`src/rtl/irq_ctx_pkg.sv`:
```
package irq_ctx_pkg;
    localparam int WORD_W  = 16;
    localparam int IPL_W   = 3;
    localparam int U_BIT   = 7;
    localparam int I_BIT   = 6;
    localparam int D_BIT   = 2;
    localparam int IPL_LSB = 12;

    typedef enum logic [1:0] {
        CLS_HW    = 2'd0,
        CLS_SW_LO = 2'd1,
        CLS_SW_HI = 2'd2,
        CLS_RSVD  = 2'd3
    } irq_class_e;

    typedef enum logic [2:0] {
        ST_IDLE,
        ST_PC_HI,
        ST_PC_LO,
        ST_FLAG,
        ST_DONE
    } seq_state_e;
endpackage

```
`src/rtl/irq_ctx_stacksel.sv`:
```
module irq_ctx_stacksel
    import irq_ctx_pkg::*;
#(
    parameter int SP_W = 16
) (
    input  irq_class_e       cls,
    input  logic             u_flag,
    input  logic [SP_W-1:0]  isp,
    input  logic [SP_W-1:0]  usp,
    output logic             use_usp,
    output logic [SP_W-1:0]  base_sp
);
    // Only high software numbers honour the current stack selection.
    always_comb begin
        use_usp = (cls == CLS_SW_HI) && u_flag;
        base_sp = use_usp ? usp : isp;
    end
endmodule

```
`src/rtl/irq_ctx_newflag.sv`:
```
module irq_ctx_newflag
    import irq_ctx_pkg::*;
(
    input  logic [WORD_W-1:0] old_flg,
    input  irq_class_e        cls,
    input  logic [IPL_W-1:0]  req_lvl,
    input  logic              fixed_en,
    input  logic [IPL_W-1:0]  fixed_lvl,
    output logic [WORD_W-1:0] new_flg
);
    always_comb begin
        new_flg        = old_flg;
        new_flg[I_BIT] = 1'b0;
        new_flg[D_BIT] = 1'b0;
        if (cls != CLS_SW_HI) begin
            new_flg[U_BIT] = 1'b0;
        end
        new_flg[IPL_LSB +: IPL_W] = fixed_en ? fixed_lvl : req_lvl;
    end
endmodule

```
`src/rtl/irq_ctx_seq.sv`:
```
module irq_ctx_seq
    import irq_ctx_pkg::*;
#(
    parameter int SP_W = 16,
    parameter int PC_W = 20
) (
    input  logic              clk,
    input  logic              rst_n,
    input  logic              start,
    input  logic              mem_rdy,
    input  logic [SP_W-1:0]   base_sp,
    input  logic [PC_W-1:0]   pc,
    input  logic [WORD_W-1:0] flg,
    output logic              mem_wr,
    output logic [SP_W-1:0]   mem_addr,
    output logic [WORD_W-1:0] mem_wdata,
    output logic              busy,
    output logic              done,
    output logic              last_ack
);
    localparam logic [SP_W-1:0] STEP = SP_W'(2);

    seq_state_e       state;
    seq_state_e       nxt;
    logic [SP_W-1:0]  sp_work;
    logic [31:0]      pc_ext;

    assign pc_ext   = 32'(pc);
    assign mem_addr = sp_work - STEP;

    always_ff @(posedge clk or negedge rst_n) begin
        if (!rst_n) begin
            state <= ST_IDLE;
        end else begin
            state <= nxt;
        end
    end

    // Working pointer: loaded at start, stepped down on every accepted write.
    always_ff @(posedge clk or negedge rst_n) begin
        if (!rst_n) begin
            sp_work <= '0;
        end else if (start) begin
            sp_work <= base_sp;
        end else if (mem_wr && mem_rdy) begin
            sp_work <= sp_work - STEP;
        end
    end

    always_comb begin
        nxt       = state;
        mem_wr    = 1'b0;
        mem_wdata = '0;
        busy      = 1'b1;
        done      = 1'b0;
        last_ack  = 1'b0;
        unique case (state)
            ST_IDLE: begin
                busy = 1'b0;
                if (start) nxt = ST_PC_HI;
            end
            ST_PC_HI: begin
                mem_wr    = 1'b1;
                mem_wdata = pc_ext[31:16];
                if (mem_rdy) nxt = ST_PC_LO;
            end
            ST_PC_LO: begin
                mem_wr    = 1'b1;
                mem_wdata = pc_ext[15:0];
                if (mem_rdy) nxt = ST_FLAG;
            end
            ST_FLAG: begin
                mem_wr    = 1'b1;
                mem_wdata = flg;
                if (mem_rdy) begin
                    last_ack = 1'b1;
                    nxt      = ST_DONE;
                end
            end
            ST_DONE: begin
                done = 1'b1;
                nxt  = ST_IDLE;
            end
            default: nxt = ST_IDLE;
        endcase
    end

    // consecutive pushes step the address down by one word
    a_r2_addr_step: assert property (@(posedge clk) disable iff (!rst_n)
        (mem_wr && mem_rdy && state != ST_FLAG) |=>
        (mem_wr && mem_addr == $past(mem_addr) - STEP));

    // a stalled write holds its request, address and data
    a_r8_stall_hold: assert property (@(posedge clk) disable iff (!rst_n)
        (mem_wr && !mem_rdy) |=>
        (mem_wr && $stable(mem_addr) && $stable(mem_wdata)));

    // completion is a single-cycle pulse
    a_r9_done_pulse: assert property (@(posedge clk) disable iff (!rst_n)
        done |=> !done);
endmodule

```
`src/rtl/irq_ctx_saver.sv`:
```
module irq_ctx_saver
    import irq_ctx_pkg::*;
#(
    parameter int PC_W = 20,
    parameter int SP_W = 16
) (
    input  logic              clk,
    input  logic              rst_n,
    input  logic              accept,
    input  logic [1:0]        irq_class,
    input  logic [2:0]        req_level,
    input  logic              fixed_en,
    input  logic [2:0]        fixed_level,
    input  logic [15:0]       flg_in,
    input  logic [PC_W-1:0]   pc_in,
    input  logic [SP_W-1:0]   isp_in,
    input  logic [SP_W-1:0]   usp_in,
    input  logic              mem_rdy,
    output logic              mem_wr,
    output logic [SP_W-1:0]   mem_addr,
    output logic [15:0]       mem_wdata,
    output logic              busy,
    output logic              done,
    output logic [15:0]       flg_out,
    output logic [SP_W-1:0]   isp_out,
    output logic [SP_W-1:0]   usp_out
);
    irq_class_e          cls_q;
    logic [IPL_W-1:0]    lvl_q;
    logic                fx_en_q;
    logic [IPL_W-1:0]    fx_lvl_q;
    logic [WORD_W-1:0]   flg_q;
    logic [PC_W-1:0]     pc_q;
    logic [SP_W-1:0]     isp_q;
    logic [SP_W-1:0]     usp_q;
    logic                use_usp_q;

    logic                start;
    logic                use_usp;
    logic [SP_W-1:0]     base_sp;
    logic [WORD_W-1:0]   flg_next;
    logic                last_ack;

    assign start = accept && !busy;

    irq_ctx_stacksel #(.SP_W(SP_W)) u_sel (
        .cls     (irq_class_e'(irq_class)),
        .u_flag  (flg_in[U_BIT]),
        .isp     (isp_in),
        .usp     (usp_in),
        .use_usp (use_usp),
        .base_sp (base_sp)
    );

    // Snapshot of the pre-interrupt context, taken only when a sequence starts.
    always_ff @(posedge clk or negedge rst_n) begin
        if (!rst_n) begin
            cls_q     <= CLS_HW;
            lvl_q     <= '0;
            fx_en_q   <= 1'b0;
            fx_lvl_q  <= '0;
            flg_q     <= '0;
            pc_q      <= '0;
            isp_q     <= '0;
            usp_q     <= '0;
            use_usp_q <= 1'b0;
        end else if (start) begin
            cls_q     <= irq_class_e'(irq_class);
            lvl_q     <= req_level;
            fx_en_q   <= fixed_en;
            fx_lvl_q  <= fixed_level;
            flg_q     <= flg_in;
            pc_q      <= pc_in;
            isp_q     <= isp_in;
            usp_q     <= usp_in;
            use_usp_q <= use_usp;
        end
    end

    irq_ctx_newflag u_flag (
        .old_flg   (flg_q),
        .cls       (cls_q),
        .req_lvl   (lvl_q),
        .fixed_en  (fx_en_q),
        .fixed_lvl (fx_lvl_q),
        .new_flg   (flg_next)
    );

    irq_ctx_seq #(.SP_W(SP_W), .PC_W(PC_W)) u_seq (
        .clk       (clk),
        .rst_n     (rst_n),
        .start     (start),
        .mem_rdy   (mem_rdy),
        .base_sp   (base_sp),
        .pc        (pc_q),
        .flg       (flg_q),
        .mem_wr    (mem_wr),
        .mem_addr  (mem_addr),
        .mem_wdata (mem_wdata),
        .busy      (busy),
        .done      (done),
        .last_ack  (last_ack)
    );

    // The last write's address is the final pointer value.
    always_ff @(posedge clk or negedge rst_n) begin
        if (!rst_n) begin
            flg_out <= '0;
            isp_out <= '0;
            usp_out <= '0;
        end else if (last_ack) begin
            flg_out <= flg_next;
            if (use_usp_q) begin
                usp_out <= mem_addr;
                isp_out <= isp_q;
            end else begin
                isp_out <= mem_addr;
                usp_out <= usp_q;
            end
        end
    end

    // enable and debug flags are clear in every published flag word
    a_r6_flags_clear: assert property (@(posedge clk) disable iff (!rst_n)
        done |-> (!flg_out[I_BIT] && !flg_out[D_BIT]));

    // non high-software classes leave U cleared
    a_r3_u_cleared: assert property (@(posedge clk) disable iff (!rst_n)
        (done && cls_q != CLS_SW_HI) |-> !flg_out[U_BIT]);

    // high-software class keeps the captured U
    a_r4_u_kept: assert property (@(posedge clk) disable iff (!rst_n)
        (done && cls_q == CLS_SW_HI) |-> (flg_out[U_BIT] == flg_q[U_BIT]));

    // snapshot does not move while a sequence runs
    a_r10_snapshot_held: assert property (@(posedge clk) disable iff (!rst_n)
        (busy && $past(busy)) |-> ($stable(flg_q) && $stable(pc_q)));
endmodule

```
`config.mk`:
```
export PLATFORM = sky130hd
export DESIGN_NAME = irq_ctx_saver
export DESIGN_NICKNAME = d
export VERILOG_FILES = /design/src/rtl/irq_ctx_pkg.sv /design/src/rtl/irq_ctx_stacksel.sv /design/src/rtl/irq_ctx_newflag.sv /design/src/rtl/irq_ctx_seq.sv /design/src/rtl/irq_ctx_saver.sv
export SDC_FILE = /design/constraint.sdc
export NUM_CORES = 1
export LEC_CHECK = 0
export CAP_MARGIN = 20
export CORE_MARGIN = 4
export CORE_UTILIZATION = 40
export DETAILED_ROUTE_END_ITERATION = 10
export GPL_ROUTABILITY_DRIVEN = 1
export PLACE_DENSITY = 0.66
export SETUP_SLACK_MARGIN = 0.2
export SYNTH_ARGS = -nofsm -noshare
export SYNTH_HDL_FRONTEND = slang
export SYNTH_HIERARCHICAL = 1
export SYNTH_SLANG_ARGS = --single-unit
```
`constraint.sdc`:
```
create_clock -name clk -period 3 [get_ports clk]
set_input_delay 0.45 -clock clk [delete_from_list [all_inputs] [get_ports clk]]
set_output_delay 0.45 -clock clk [all_outputs]
set_load 0.005 [all_outputs]
```
* Word-level counts from Yosys, hierarchy flattened
Cells that the tools add are included. W data, S select, Z words.
Word-level totals: output and inout bits 83, word-level logic and storage cells 50, flip-flop bits (word level) 143
Cells by class: $add $sub $neg 1, mux-type cells 18, reduce and logical (&&, ||, !) cells 7, equality and inequality tests 10
Operators by type and width (count):
- $mux W16 | 5
- $pmux W16 S3 | 1
- $sub A16 B2 Y16 const B | 1
- $mux W3 | 5
- $pmux W3 S4 | 1
- $ne A2 B2 Y1 const B | 5
- $eq A3 B2 Y1 const B | 2
- $mux W1 | 6
- $reduce_and A4 Y1 | 1
- $eq A3 B1 Y1 const B | 1
- $eq A3 B3 Y1 const B | 1
- $logic_and A1 B1 Y1 | 3
- $logic_not A3 Y1 | 1
- $reduce_or A3 Y1 | 1
- $eq A2 B2 Y1 const B | 1
- $reduce_bool A2 Y1 | 1

* Depth between registers and ports, before layout
Gate-level depths: netlist of run 1.
word-level depth 6, mapped depth 12

* Hierarchy
The synthesis of run 1 kept the hierarchy.
By module, submodules not included:
- irq_ctx_saver | area an instance 4992.3 um2, times used 1, seq. area each 3153.0 um2, cells an instance 339
- irq_ctx_seq | area an instance 1599.0 um2, times used 1, seq. area each 475.5 um2, cells an instance 199
- irq_ctx_stacksel | area an instance 249.0 um2, times used 1, seq. area each 0.0 um2, cells an instance 19
- irq_ctx_newflag | area an instance 136.4 um2, times used 1, seq. area each 0.0 um2, cells an instance 17

* Least setup slack after synthesis of run 1
Ideal clock, no wire load.
path kind register -> register, start point reg u_seq.state[1], end point reg u_seq.sp_work[14], required time 2.859 ns, cell stages (with the launch flop) 13, arrival time 2.433 ns, clock period less this slack 2.574 ns, buffers on the path 7, slack 0.426 ns, cells stage by stage dfrtp_1 clkbuf_2 clkbuf_1 or3_1 nor2b_4 buf_6 buf_6 buf_6 clkbuf_1 clkinv_1 clkbuf_1 nor2_1 a31oi_1
RTL lines:
- start, declared | line irq_ctx_seq.sv:23 | seq_state_e state;
- start signal, assigned | line irq_ctx_seq.sv:35 | state <= nxt;
- $logic_not A3 Y1 * | line irq_ctx_seq.sv:57 | unique case (state)
- $logic_and A1 B1 Y1 * | line irq_ctx_saver.sv:44 | assign start = accept && !busy;
- named net start | line irq_ctx_saver.sv:38 | logic start;
- $mux W16 or $reduce_bool A2 Y1 (tied branches)
- end signal, assigned | line irq_ctx_seq.sv:44 | sp_work <= base_sp;
- end signal, assigned | line irq_ctx_seq.sv:46 | sp_work <= sp_work - STEP;
- end, declared | line irq_ctx_seq.sv:25 | logic [SP_W-1:0] sp_work;
The timed path passes the listed nets; every way through them passes the cells marked *. A chain may end at the register's enable or synchronous reset.

* Worst setup path after layout of run 1
start point reg u_seq.sp_work[7], end point out mem_addr[12]
On the way: word-level cells in the longest chain between the ends 1
Ends and longest elaborated chain:
- $sub A16 B2 Y16 | line irq_ctx_seq.sv:29 | assign mem_addr = sp_work - STEP;
- end, declared | line irq_ctx_saver.sv:20 | output logic [SP_W-1:0] mem_addr,
No other way between the ends.

==> metrics.yaml, run 1 <==
async_flop_share_pct: 100
power_mw: 10.7
synth_cells: 574
tightest_slew_ps: 1010
worst_slack_ps: 154
slew_headroom_pct: 32.5
synth_cell_type_count: 49
arrival_ps: 2400
hold_viol: 0
synthFlopType: "dfrtp_1"
place_ws_ps: 330
syn2layout_area_growth_pct: 38.1
dieArea_mm2: 0.0196
drive_gt1_share_pct: 29.0
crit_path_end_kind: "output pin"
status: "completed"
hp-class: "in2async"
cap_violations: 0
row_count: 48
fillers: 1443
fin_setup_tns_ps: 0
syn_avg_cell_area_um2: 12.2
ys_seq_area_share_pct: 52.0
pin_count: 164
routed_wl_um: 17300
clockRootBuffer: "clkbuf_16"
p_int_mw: 7.25
cts_buffer_depth: 2
rr_worst_depth: 10
finalSetupViolations: 0
nNetsFinal: 821
drc: 0
post_drt_via_cell_ratio: 5.04
finalClockSkew_ps: 8.04
top_usage_layer: "met2"
powerDensity_mw_per_mm2: 1110
rrSetupSlack_ps: 660
hold_ws_ps: 499
synth-edff-count: 0
critical_path.max_fanout: 14
antenna_cells: 0
wl_per_cell_um: 17.7
fp.coreArea_mm2: 0.0172
cp-startpoint: "u_seq/sp_work[7]"
cts_buffers: 17
switching_share_pct: 32.0
cts_tree: "built"
num_vias: 4923
yosysWarnings: 6
syn_area_mm2: 0.00698
dp_hpwl_um: 11900
cp.required_ps: 2550
postRouteAntennaNets: 0
grt_max_degree: 79
drt_first_pass_iters: 4
io_buffers: 163
grt_overflow_total: 0
met1_usage_pct: 22.8
post-route-period-util_pct: 94.9
die_width_um: 140
htreeDepth: 4
ir_drop_mv: 0.534
timing.rr.end: "isp_out[14]"
p_leak_nw: 4.06
rsz0062_at_grt: "yes"
drtIter0Drc: 211
clkLatencyLatePin_ps: 420
ys_ff_latch: 145
power_frac_seq_pct: 35.6
switching_power_mw: 3.42
grt_util_met2_pct: 31.1
numClockSinks: 145
grt_util_met3_pct: 3.79
p_comb_share_pct: 42.1
cp-endpoint: "mem_addr[12]"
cts.clk_slew.worst_paths_ps: 60
clock.fmax_mhz: 351
start_util_pct: 40.6
period_needed_ps: 2850
grt_first_pass_wirelength_um: 28600
report.final.slew_viol_count: 0
post-route-util_pct: 56.1
gp_congestion: 0.759
antenna_found_initial: 0
die-height_um: 140
grt.total_usage_pct: 18.1
criticalPathCategory: "reg2out"
start_kind: "flip-flop"
first_global_vias: 5384
crit-reg2reg-launch: "u_seq/sp_work[12]"
pwr-share-clk_pct: 22.2
synth_stat cells, types with 2 or more instances:
master	instances	share of area, %
xnor2_1	7	0.88
o21ai_0	10	0.72
dfrtp_1	145	52
or3_1	3	0.27
buf_4	17	1.8
nor3b_1	2	0.22
o31ai_1	4	0.43
nand2b_1	2	0.18
nand4_1	2	0.18
a21oi_1	38	2.7
nand2_1	16	0.86
mux2i_1	44	6.3
buf_1	2	0.11
a31oi_1	8	0.72
nor3_1	3	0.22
clkbuf_1	10	0.54
buf_2	18	1.3
mux2_2	100	16
xor2_1	11	1.4
inv_1	4	0.22
nor2_1	71	3.8
mux2_4	18	3.9
nand3_2	2	0.29
nand3_1	5	0.36
or4_1	4	0.43
buf_6	5	0.81
power by group through the flow:
| stage | Combinational, mW | Clock (mW) | Sequential [mW] |
|---|---|---|---|
| floorplan | 2.74 | 0 | 3.46 |
| global placement | 4.21 | 0 | 3.71 |
| detailed placement | 4.29 | 0 | 3.78 |
| CTS | 4.50 | 2.42 | 3.78 |
| global route | 4.92 | 2.51 | 3.96 |
| finish | 4.49 | 2.37 | 3.80 |
layout by cell type (no fill, tap or decap), types with 2 or more instances in the layout:
| cell type | n |
|---|---|
| a21oi_1 | 38 |
| xnor2_1 | 2 |
| or4_1 | 4 |
| nor3_4 | 2 |
| inv_1 | 4 |
| nand2_1 | 15 |
| buf_4 | 32 |
| clkinvlp_4 | 2 |
| bufinv_16 | 6 |
| dfrtp_1 | 141 |
| dlymetal6s2s_1 | 3 |
| clkinv_2 | 5 |
| xor2_1 | 10 |
| mux2_4 | 18 |
| buf_6 | 2 |
| nor2_1 | 69 |
| a31oi_1 | 8 |
| nand3_2 | 3 |
| mux2i_1 | 44 |
| nor3_2 | 2 |
| dfrtp_2 | 4 |
| mux2_2 | 100 |
| clkdlybuf4s50_1 | 155 |
| nand4_1 | 2 |
| o31ai_1 | 4 |
| conb_1 | 2 |
| xnor2_2 | 5 |
| o21ai_0 | 10 |
| clkbuf_16 | 17 |
| or3_1 | 3 |
| dlygate4sd2_1 | 3 |
| nand3_1 | 4 |
flip-flops by register name, summed over array words and instances, names as in the netlist:
name	cells
pc_q	20
isp_q	16
lvl_q	3
usp_q	16
flg_out	16
fx_lvl_q	3
use_usp_q	1
cls_q	2
fx_en_q	1
usp_out	16
u_seq/state	3
isp_out	16
flg_q	16
u_seq/sp_work	16
worst max-delay path: stages (launching register included):
cell	delay (ps)
dfrtp_2	460
nor3_4	220
buf_4	170
nand2_4	110
nor3_2	240
xor2_1	220
clkdlybuf4s50_1	570
how the worst min path moves through the flow:
stage	startpoint	end	slack [ps]	cells past startpoint
2_1_floorplan	rst_n	cls_q[0]	150	0
3_3_place_gp	rst_n	isp_out[13]	370	1
3_5_place_dp	rst_n	usp_out[13]	380	1
4_1_cts	rst_n	usp_out[13]	500	2
5_1_grt	pc_q[2]	pc_q[2]	520	1
6_report	rst_n	isp_out[13]	500	2
stage by stage:
step / instance area (um2) / cells
final: 9640 / 977
after global routing: 9640 / 977
after CTS: 9560 / 971
after detailed placement: 8680 / 922
after global placement: 8680 / 922
after floorplan: 6980 / 575
per-layer routing:
layer / vias up / wire length [um]
met4: 0 / 377
met5: - / 0
met3: 28 / 663
met1: 2455 / 7440
met2: 113 / 8830
li1: 2327 / -
final cells by class:
| type | instances | area, um2 | area share [%] |
|---|---|---|---|
| inverters | 5 | 18.8 | 0.195 |
| multi-input cells | 372 | 3130 | 32.4 |
| flip-flops and latches | 145 | 3630 | 37.7 |
| clock buffers | 17 | 425 | 4.41 |
| repair buffers | 198 | 1910 | 19.9 |
| well taps | 225 | 282 | 2.92 |
| clock inverters | 15 | 238 | 2.47 |
cells by family after synthesis:
kind of cell / share of synthesized area (%)
simple gates: 8.81
buf+inv: 4.91
compound gates: 5.45
other cells: 0.0538
flops: 52.0
xor+xnor: 2.26
fa+ha+maj: 0.179
mux: 26.3
repair_timing:
action                     CTS  global route
hold endpoints to repair    36             0
setup buffers               16             6
pin swaps                    9             5
setup endpoints to repair   23            10
gates resized for setup     22            11
hold buffers                 1             0
(Power assumes the default switching activity.)
==> inputs of run 2 (changes only) <==
CAP_MARGIN = not set   (was 20)
==> results of run 2 <==
Final layout, timing and power as in run 1 (identical DEF).
==> inputs of run 3 (changes only) <==
CORE_ASPECT_RATIO = 1.2   (was not set)
==> run 3 against run 2 <==
Compared with the run above:
- wire length shrank 0.63%
- largest cell class unchanged
- first-iteration DRC count increased by 6.6%
- power is 2.6% lower
- sequential power about the same
- critical path type unchanged
==> metrics.yaml, run 3 (synthesized netlist as in run 1, its figures left out) <==
finish.instance_area_mm2: 0.00955  # was 0.00964 mm2
clockRootBuffer: "clkbuf_16"  # unchanged
max_stage_delay_ps: 550  # was 570 ps
top_layer_used: "met4"  # unchanged
dp_hpwl_um: 11800  # was 11900 um
drtIter0Drc: 225  # was 211
powerDensity_mw_per_mm2: 1090  # was 1110 mW/mm2
post_drt_via_cell_ratio: 5.11  # was 5.04
place_ws_ps: 330  # about the same
slew_headroom_pct: 30.7  # was 32.5%
hold_viol: 0  # unchanged
tightest_slew_ps: 1040  # was 1010 ps
critical_path.max_fanout: 3  # was 14
cts_buffer_depth: 2  # unchanged
finalSetupViolations: 0  # unchanged
ir_drop_mv: 0.498  # was 0.534 mV
first_global_vias: 5279  # was 5384
antenna_cells: 0  # unchanged
path_buf_inv: 2  # unchanged
finalClockSkew_ps: 7.27  # was 8.04 ps
cts_tree: "built"  # unchanged
fillers: 1433  # was 1443
cp_top_family: "buffers and inverters"  # unchanged
syn2layout_area_growth_pct: 36.9  # was 38.1%
hold_ws_ps: 86.2  # was 499 ps
rrSetupSlack_ps: 670  # was 660 ps
clock.fmax_mhz: 362  # was 351 MHz
timing.rr.end: "usp_q[9]"  # was isp_out[14]
criticalPathCategory: "reg2out"  # unchanged
crit_path_end_kind: "output pin"  # unchanged
cap_violations: 0  # unchanged
grt.total_usage_pct: 17.8  # was 18.1%
crit-reg2reg-launch: "u_seq/state[1]"  # was u_seq/sp_work[12]
post-route-period-util_pct: 92.0  # was 94.9%
io_buffers: 163  # unchanged
postCtsHoldBufs: 0  # was 1
hp-class: "in2async"  # unchanged
cts_buffers: 17  # unchanged
mostFrequentLayoutCells: "clkdlybuf4s50_1, dfrtp_1, mux2_2"  # unchanged
final_common_cell: "clkdlybuf4s50_1"  # unchanged
gp_congestion: 0.805  # was 0.759
stdcell_count: 963  # was 977
grt_overflow_total: 0  # unchanged
regMostFlops: "pc_q"  # unchanged
drc: 0  # unchanged
worst_slack_ps: 239  # was 154 ps
nNetsFinal: 816  # was 821
clkLatencyLatePin_ps: 420  # about the same
htreeDepth: 4  # unchanged
cts.clk_slew.worst_paths_ps: 60  # about the same
wl_met3_um: 1280  # was 663 um
p_leak_nw: 4.02  # was 4.06 nW
fp.coreArea_mm2: 0.0170  # was 0.0172 mm2
period_needed_ps: 2760  # was 2850 ps
place.detailed.instances: 914  # was 922
numClockSinks: 145  # unchanged
grt_first_pass_wirelength_um: 27900  # was 28600 um
dieArea_mm2: 0.0196  # about the same
row_count: 52  # was 48
drt_first_pass_iters: 4  # unchanged
met1Wirelength_um: 7270  # was 7440 um
crit_chain: "inv_1, ha_2, nor3b_4, nand3_1, xnor2_2, clkdlybuf4s50_1"  # was nor3_4, buf_4, nand2_4, nor3_2, xor2_1, clkdlybuf4s50_1
power_mw: 10.4  # was 10.7 mW
drive_gt1_share_pct: 28.5  # was 29.0%
routed_wl_um: 17200  # was 17300 um
pin_count: 164  # unchanged
die-height_um: 153  # was 140 um
placed_cell_area_mm2: 0.00869  # was 0.00868 mm2
start_util_pct: 41.1  # was 40.6%
die_width_um: 129  # was 140 um
largest_reg_flops: 20  # unchanged
slowest_stage: "clkdlybuf4s50_1"  # unchanged
report.final.slew_viol_count: 0  # unchanged
num_vias: 4921  # was 4923
fin_setup_tns_ps: 0  # unchanged
post-route-util_pct: 56.2  # was 56.1%
postRouteAntennaNets: 0  # unchanged
antenna_found_initial: 0  # unchanged
rsz0062_at_grt: "yes"  # unchanged
status: "completed"  # unchanged
cp.required_ps: 2550  # about the same
grt_max_degree: 79  # unchanged
dr_wl_met2_um: 8410  # was 8830 um
wl_per_cell_um: 17.9  # was 17.7 um
arrival_ps: 2310  # was 2400 ps
start_kind: "flip-flop"  # unchanged
rr_worst_depth: 4  # was 10
==> run 3: report_power, final <==
part	switching, mW	leakage (nW)	internal [mW]
clock network	0.848	0.287	1.32
registers	0.818	1.69	2.95
logic	1.74	2.05	2.70
total	3.41	4.02	6.97
==> run 3: layout make-up <==
type,instances,area [um2],share of cell area [%]
clock buffers,17,425,4.45
clock inverters,15,183,1.91
inverters,5,18.8,0.197
multi-input cells,372,3120,32.7
flip-flops and latches,145,3630,38.0
well taps,216,270,2.83
repair buffers,193,1900,19.8
==> run 3: worst max path at each step <==
stage	from	end	slack [ps]	depth (start not counted)
after CTS	u_seq/sp_work[12]	mem_addr[14]	50	4
after global routing	u_seq/sp_work[3]	mem_addr[6]	120	5
final	u_seq/sp_work[2]	mem_addr[13]	240	6
after global placement	u_seq/sp_work[5]	mem_addr[14]	410	5
after floorplan	u_seq/state[1]	u_seq/sp_work[14]	430	12
after detailed placement	u_seq/sp_work[5]	mem_addr[14]	330	5
==> run 3: layer usage <==
| layer | GRT usage (%) | vias to the layer above |
|---|---|---|
| li1 | - | 2322 |
| met2 | 29.3 | 163 |
| met5 | 0 | - |
| met3 | 5.75 | 20 |
| met4 | 5.20 | 0 |
| met1 | 22.5 | 2416 |
==> run 3: timing repair <==
item	4_1_cts	5_1_grt
endpoints found under the setup margin	23	10
pin swaps	9	7
setup buffers	10	7
gates resized for setup	21	13
==> run 3: worst register-to-register path, delay by kind of cell (launching register included) <==
family	cells	cell delay (ps)
mux	1	420
flops	1	580
buf+inv	1	450
simple gates	2	770
